**src/rtl/sx_pkg.sv**
```systemverilog
package sx_pkg;

  typedef enum logic [2:0] {
    PH_IDLE,
    PH_START,
    PH_DATA,
    PH_PAR,
    PH_STOP
  } phase_t;

  // Length code: 00->5, 01->7, 10->6, 11->8 data bits.
  function automatic logic [3:0] char_bits(input logic [1:0] code);
    case (code)
      2'b00:   char_bits = 4'd5;
      2'b01:   char_bits = 4'd7;
      2'b10:   char_bits = 4'd6;
      default: char_bits = 4'd8;
    endcase
  endfunction

  function automatic logic [7:0] char_mask(input logic [1:0] code);
    char_mask = 8'hFF >> (4'd8 - char_bits(code));
  endfunction

endpackage

```
**src/rtl/sx_tx.sv**
```systemverilog
module sx_tx
  import sx_pkg::*;
#(
  parameter int OVS = 16
) (
  input  logic       clk,
  input  logic       rst,
  input  logic       tick,
  input  logic [1:0] len_code,
  input  logic       par_en,
  input  logic       par_even,
  input  logic [1:0] stop_code,
  input  logic       gate_ok,
  input  logic       wr,
  input  logic [7:0] wdata,
  output logic       txd,
  output logic       empty,
  output logic       idle
);
  localparam int CW = $clog2(2 * OVS);
  localparam logic [CW-1:0] BIT_LAST = CW'(OVS - 1);
  localparam logic [CW-1:0] STOP15_LAST = CW'(OVS + OVS / 2 - 1);
  localparam logic [CW-1:0] STOP2_LAST = CW'(2 * OVS - 1);

  phase_t        ph;
  logic [7:0]    hold, sh;
  logic          full, par_bit;
  logic [2:0]    bitn;
  logic [CW-1:0] tcnt, stop_last;
  logic [3:0]    nb;
  logic          do_launch;

  always_comb begin
    case (stop_code)
      2'b10:   stop_last = STOP15_LAST;
      2'b11:   stop_last = STOP2_LAST;
      default: stop_last = BIT_LAST;
    endcase
    nb = char_bits(len_code);
    do_launch = tick && full && gate_ok &&
                (ph == PH_IDLE || (ph == PH_STOP && tcnt == stop_last));
  end

  always_ff @(posedge clk) begin
    if (rst) begin
      ph <= PH_IDLE;
      full <= 1'b0;
      hold <= '0;
      sh <= '0;
      bitn <= '0;
      tcnt <= '0;
      par_bit <= 1'b0;
      txd <= 1'b1;
    end else begin
      if (wr && !full) begin
        hold <= wdata;
        full <= 1'b1;
      end
      if (do_launch) begin
        sh <= hold;
        full <= 1'b0;
        par_bit <= par_even ? ^(hold & char_mask(len_code))
                            : ~^(hold & char_mask(len_code));
        txd <= 1'b0;
        tcnt <= '0;
        ph <= PH_START;
      end else if (tick) begin
        case (ph)
          PH_START: begin
            if (tcnt == BIT_LAST) begin
              tcnt <= '0;
              txd <= sh[0];
              sh <= sh >> 1;
              bitn <= '0;
              ph <= PH_DATA;
            end else tcnt <= tcnt + 1'b1;
          end
          PH_DATA: begin
            if (tcnt == BIT_LAST) begin
              tcnt <= '0;
              if ({1'b0, bitn} == nb - 4'd1) begin
                txd <= par_en ? par_bit : 1'b1;
                ph <= par_en ? PH_PAR : PH_STOP;
              end else begin
                txd <= sh[0];
                sh <= sh >> 1;
                bitn <= bitn + 1'b1;
              end
            end else tcnt <= tcnt + 1'b1;
          end
          PH_PAR: begin
            if (tcnt == BIT_LAST) begin
              tcnt <= '0;
              txd <= 1'b1;
              ph <= PH_STOP;
            end else tcnt <= tcnt + 1'b1;
          end
          PH_STOP: begin
            if (tcnt == stop_last) ph <= PH_IDLE;
            else tcnt <= tcnt + 1'b1;
          end
          default: ph <= PH_IDLE;
        endcase
      end
    end
  end

  assign empty = !full;
  assign idle  = (ph == PH_IDLE);
endmodule

```
**src/rtl/sx_rx.sv**
```systemverilog
module sx_rx
  import sx_pkg::*;
#(
  parameter int OVS = 16
) (
  input  logic       clk,
  input  logic       rst,
  input  logic       tick,
  input  logic       line,
  input  logic       en,
  input  logic       gate_ok,
  input  logic [1:0] len_code,
  input  logic       par_en,
  input  logic       par_even,
  input  logic       rd,
  output logic [7:0] data,
  output logic       avail,
  output logic       perr,
  output logic       ferr,
  output logic       oerr
);
  localparam int RW = $clog2(OVS);
  localparam logic [RW-1:0] HALF_LAST = RW'(OVS / 2 - 1);
  localparam logic [RW-1:0] BIT_LAST  = RW'(OVS - 1);

  phase_t        ph;
  logic [RW-1:0] tcnt;
  logic [7:0]    sh;
  logic [2:0]    bitn;
  logic          pacc, pbad;
  logic [3:0]    nb;

  assign nb = char_bits(len_code);

  always_ff @(posedge clk) begin
    if (rst) begin
      ph <= PH_IDLE;
      tcnt <= '0;
      sh <= '0;
      bitn <= '0;
      pacc <= 1'b0;
      pbad <= 1'b0;
      data <= '0;
      avail <= 1'b0;
      perr <= 1'b0;
      ferr <= 1'b0;
      oerr <= 1'b0;
    end else begin
      if (rd) begin
        avail <= 1'b0;
        oerr <= 1'b0;
      end
      if (!en) begin
        ph <= PH_IDLE;
      end else if (tick) begin
        case (ph)
          PH_IDLE: begin
            if (gate_ok && !line) begin
              tcnt <= '0;
              ph <= PH_START;
            end
          end
          PH_START: begin
            if (tcnt == HALF_LAST) begin
              tcnt <= '0;
              bitn <= '0;
              pacc <= 1'b0;
              pbad <= 1'b0;
              ph <= line ? PH_IDLE : PH_DATA;
            end else tcnt <= tcnt + 1'b1;
          end
          PH_DATA: begin
            if (tcnt == BIT_LAST) begin
              tcnt <= '0;
              sh <= {line, sh[7:1]};
              pacc <= pacc ^ line;
              if ({1'b0, bitn} == nb - 4'd1) ph <= par_en ? PH_PAR : PH_STOP;
              else bitn <= bitn + 1'b1;
            end else tcnt <= tcnt + 1'b1;
          end
          PH_PAR: begin
            if (tcnt == BIT_LAST) begin
              tcnt <= '0;
              pbad <= par_even ? (pacc ^ line) : ~(pacc ^ line);
              ph <= PH_STOP;
            end else tcnt <= tcnt + 1'b1;
          end
          PH_STOP: begin
            if (tcnt == BIT_LAST) begin
              tcnt <= '0;
              data <= sh >> (4'd8 - nb);
              avail <= 1'b1;
              oerr <= avail && !rd;
              perr <= par_en && pbad;
              ferr <= !line;
              ph <= PH_IDLE;
            end else tcnt <= tcnt + 1'b1;
          end
          default: ph <= PH_IDLE;
        endcase
      end
    end
  end
endmodule

```
**src/rtl/async_serial_xcvr.sv**
```systemverilog
module async_serial_xcvr #(
  parameter int OVS = 16,
  parameter int SYNC_STAGES = 2
) (
  input  logic       clk,
  input  logic       rst,
  input  logic       tick,
  input  logic [1:0] len_code,
  input  logic       par_en,
  input  logic       par_even,
  input  logic [1:0] stop_code,
  input  logic       auto_en,
  input  logic       rx_en,
  input  logic       cts,
  input  logic       cd,
  output logic       cts_seen,
  output logic       cd_seen,
  input  logic [7:0] tx_data,
  input  logic       tx_wr,
  output logic       tx_empty,
  output logic       txd,
  input  logic       rxd,
  output logic [7:0] rx_data,
  output logic       rx_avail,
  input  logic       rx_rd,
  output logic       err_parity,
  output logic       err_framing,
  output logic       err_overrun
);
  logic [SYNC_STAGES-1:0] rx_sync;
  logic tx_idle;

  always_ff @(posedge clk) begin
    if (rst) begin
      rx_sync  <= '1;
      cts_seen <= 1'b0;
      cd_seen  <= 1'b0;
    end else begin
      rx_sync  <= {rx_sync[SYNC_STAGES-2:0], rxd};
      cts_seen <= cts;
      cd_seen  <= cd;
    end
  end

  sx_tx #(.OVS(OVS)) u_tx (
    .clk(clk), .rst(rst), .tick(tick), .len_code(len_code),
    .par_en(par_en), .par_even(par_even), .stop_code(stop_code),
    .gate_ok(!auto_en || cts_seen), .wr(tx_wr), .wdata(tx_data),
    .txd(txd), .empty(tx_empty), .idle(tx_idle)
  );

  sx_rx #(.OVS(OVS)) u_rx (
    .clk(clk), .rst(rst), .tick(tick), .line(rx_sync[SYNC_STAGES-1]),
    .en(rx_en), .gate_ok(!auto_en || cd_seen), .len_code(len_code),
    .par_en(par_en), .par_even(par_even), .rd(rx_rd),
    .data(rx_data), .avail(rx_avail), .perr(err_parity),
    .ferr(err_framing), .oerr(err_overrun)
  );
endmodule

```
**config.mk**
```make
export PLATFORM = sky130hd
export DESIGN_NAME = async_serial_xcvr
export DESIGN_NICKNAME = d
export VERILOG_FILES = /design/src/rtl/sx_pkg.sv /design/src/rtl/sx_tx.sv /design/src/rtl/sx_rx.sv /design/src/rtl/async_serial_xcvr.sv
export SDC_FILE = /design/constraint.sdc
export NUM_CORES = 1
export LEC_CHECK = 0
export BUFFER_PORTS_ARGS = -buffer_cell sky130_fd_sc_hd__buf_4
export CAP_MARGIN = 20
export CORE_ASPECT_RATIO = 0.5
export CORE_UTILIZATION = 25
export CTS_BUF_LIST = sky130_fd_sc_hd__clkbuf_16
export DETAILED_ROUTE_END_ITERATION = 10
export SYNTH_ARGS = -nofsm -noshare
export SYNTH_HDL_FRONTEND = slang
export SYNTH_SLANG_ARGS = --single-unit
```
**constraint.sdc**
```tcl
create_clock -name clk -period 2.1 [get_ports clk]
set_input_delay 0.21 -clock clk [delete_from_list [all_inputs] [get_ports clk]]
set_output_delay 0.21 -clock clk [all_outputs]
set_load 0.01 [all_outputs]
```
==> impl_results.md <==
- Cts bufs inserted: 9
- Synth area leader: dfxtp_1
- Row count: 31
- Switching portion of total power: 24.8%
- Max Fclk: 542 MHz
- Resized cells post-CTS: 0
- RSZ-0062 raised after global routing: no
- Largest net degree at the start of global routing: 51
- Sequential share of the synthesized area: 35.2%
- # port buffers: 39
- Synth top area share: 35.2%
- Worst slew margin: 59.6%
- CP Launch Type: register
- Sequential power share: 44.5%
- Max-slew violations: 0
- Async SR Flop Fraction: 0%
- CP endpoint kind: register
- Vias/cell: 5.05
- DR WL/cell: 13.8 um
- Clock sink count: 66
- Final WS setup: 0.256 ns
- CTS H-tree depth: 3
- Yosys reg bits: 66
- Fin Clk Skew: 0.00555 ns
- Count of final setup violators: 0
- Drt first pass iters: 4
- Final hold vios: 0
- Synthesized area: 3760 um2
- Post-CTS Setup Bufs: 0
- Combinational cell fraction of total power: 9.9%
- Later-pin clock latency in the skew report: 0.33 ns
- Final HPWL from detailed placement: 6600 um
- Worst-margin pin slew: 0.604 ns
- Layout Area Growth over Synthesis: 21.9%
- Clock root buffer: clkbuf_16
- DRT iter0 DRCs: 170
- Hold_buf cts: 0
- Top fanout value on the critical path: 12
- Post-Synthesis Cells: 431
- Post-synth EDFFs: 0
- I/O pin count: 40
- Fin Hold WS: 0.0463 ns
- DRC violations left: 0
- Required time of the critical path: 2.30 ns
- Worst-path clk slew: 0.06 ns
- Clk pwr share: 45.6%
- Final wirelength: 9300 um
- Routed Antenna Nets: 0
- First-pass GRT wire length: 15100 um
- Nets: 501
- Most numerous cell in the Yosys netlist: dfxtp_1
- Starting Density: 25.8%
- GRT Residual Overflow: 0
- Most used DFF post-synth: dfxtp_1
- Vias in the first global route: 3041
- Pre-CTS setup slack: 0.0965 ns
- Pleak: 1.72 nW
- CTS tree: built
- Share of layout cells above drive strength 1: 20.2%
- Synth cell types: 68
- Avg Inst Size Synth: 8.71 um2
- Chip height: 88.7 um
- Worst vdd ir: 0.332 mV
- Critical path type: register to register
- WP data arrival: 2.05 ns
- GRT Util Overall: 12.3%
- Status: finished, final reports clean
- Hold/Removal Path Class: primary input to register
- Reg2reg path depth: 5
- Warnings, synthesis: 0
- Min Tclk post-route: 1.84 ns
- Pwr/cell area: 640 nW/um2
- Post-synth top cells: dfxtp_1, nor2_1, a21oi_1
- Total net switching power: 0.727 mW
- Via count: 3401
- Initial antenna violation count: 0
- WHS Path Cells: 2
- Syn nets: 462
- Core box area: 14600 um2
- Top post-synthesis cells by area: dfxtp_1, mux2i_1, nor2_1, mux4_2, a21oi_1
- Clk buf depth: 2
- GPL Wtd Cong: 0.816
- MaxCap Viol Count: 0
- Internal power: 2.20 mW
- Post-Route Setup TNS: 0 ns
- Inserted Diodes: 0
- Die width: 175 um
- Tcrit/Tclk final: 87.8%
- Die area: 15500 um2
[final cells by class]
cell class	instances	area (um2)
multi-input cells	321	2250
well taps	198	248
repair buffers	61	458
fillers	1568	10000
flip-flops and latches	66	1320
clock inverters	7	37.5
inverters	11	41.3
clock buffers	9	225
[final timing paths]
| kind | to | slack (ns) | from |
|---|---|---|---|
| worst min register to register | rx_sync[1] | 0.41 | rx_sync[0] |
| worst max-delay path | u_tx.tcnt[0] | 0.26 | u_tx.tcnt[1] |
| worst max register to register | u_tx.tcnt[0] | 0.26 | u_tx.tcnt[1] |
| worst min-delay path | u_rx.oerr | 0.05 | rx_rd |
[placed cells by master (no fill, tap or decap), types with 4 or more instances in the layout]
cell type | synthesis | layout
dfxtp_1 | 66 | 66
buf_4 | 0 | 61
nor2_1 | 42 | 42
a21oi_1 | 22 | 22
mux2i_1 | 20 | 20
nor3_1 | 18 | 18
nand3_1 | 17 | 17
nand2_1 | 16 | 16
a31oi_1 | 16 | 16
o21ai_0 | 14 | 14
o221ai_1 | 12 | 12
inv_1 | 10 | 11
o211ai_1 | 11 | 11
nor2b_1 | 10 | 10
clkbuf_16 | 0 | 9
nand4_1 | 8 | 8
xnor2_1 | 8 | 8
or2_2 | 7 | 7
ha_1 | 7 | 7
nand2b_1 | 6 | 6
mux4_2 | 5 | 5
o21a_1 | 4 | 4
or4_1 | 4 | 4
[worst max-delay path: stages (launching register included)]
cell and delay [ns]:
dfxtp_1 0.35, ha_1 0.27, nand4b_1 0.23, o221a_2 0.42, o211ai_1 0.37, a31oi_1 0.07
[kinds of logic (layout without fill, tap and decap cells)]
logic type,count (synthesis),after routing,synth area share (%)
simple gates,161,161,23.5
compound gates,115,115,22.2
flops,66,66,35.2
buf+inv,44,88,5.03
mux,26,26,8.63
xor+xnor,12,12,3.16
fa+ha+maj,7,7,2.33
[registers in the layout (all words and copies together) (netlist names), 2 cells and up]
signal	count
rx_sync	2
u_rx.bitn	3
u_rx.data	8
u_rx.ph	3
u_rx.sh	8
u_rx.tcnt	4
u_tx.bitn	3
u_tx.hold	8
u_tx.ph	3
u_tx.sh	8
u_tx.tcnt	5
[power groups by stage]
stage / logic (mW) / clock network, mW / registers [mW]
after floorplan: 0.193 / 0 / 1.32
after global placement: 0.287 / 0 / 1.33
after detailed placement: 0.292 / 0 / 1.33
after CTS: 0.293 / 1.38 / 1.30
after global routing: 0.321 / 1.43 / 1.31
final: 0.290 / 1.34 / 1.30
[metal layers]
| layer | global-route usage, % | part of all wire, % |
|---|---|---|
| met1 | 16.2 | 49 |
| met4 | 4.58 | 1.3 |
| met5 | 0 | 0 |
| met3 | 3.69 | 5.9 |
| met2 | 18.9 | 44 |
[metrics by stage]
stage | power (mW) | util (%) | cell area, um2 | instances
after floorplan | 1.51 | - | 3760 | 431
after global placement | 1.62 | 29.6 | 4310 | 657
after detailed placement | 1.62 | 29.6 | 4310 | 657
after CTS | 2.97 | 31.4 | 4580 | 673
after global routing | 3.06 | 31.4 | 4580 | 673
final | 2.93 | 31.4 | 4580 | 673
(Power assumes the default switching activity.)
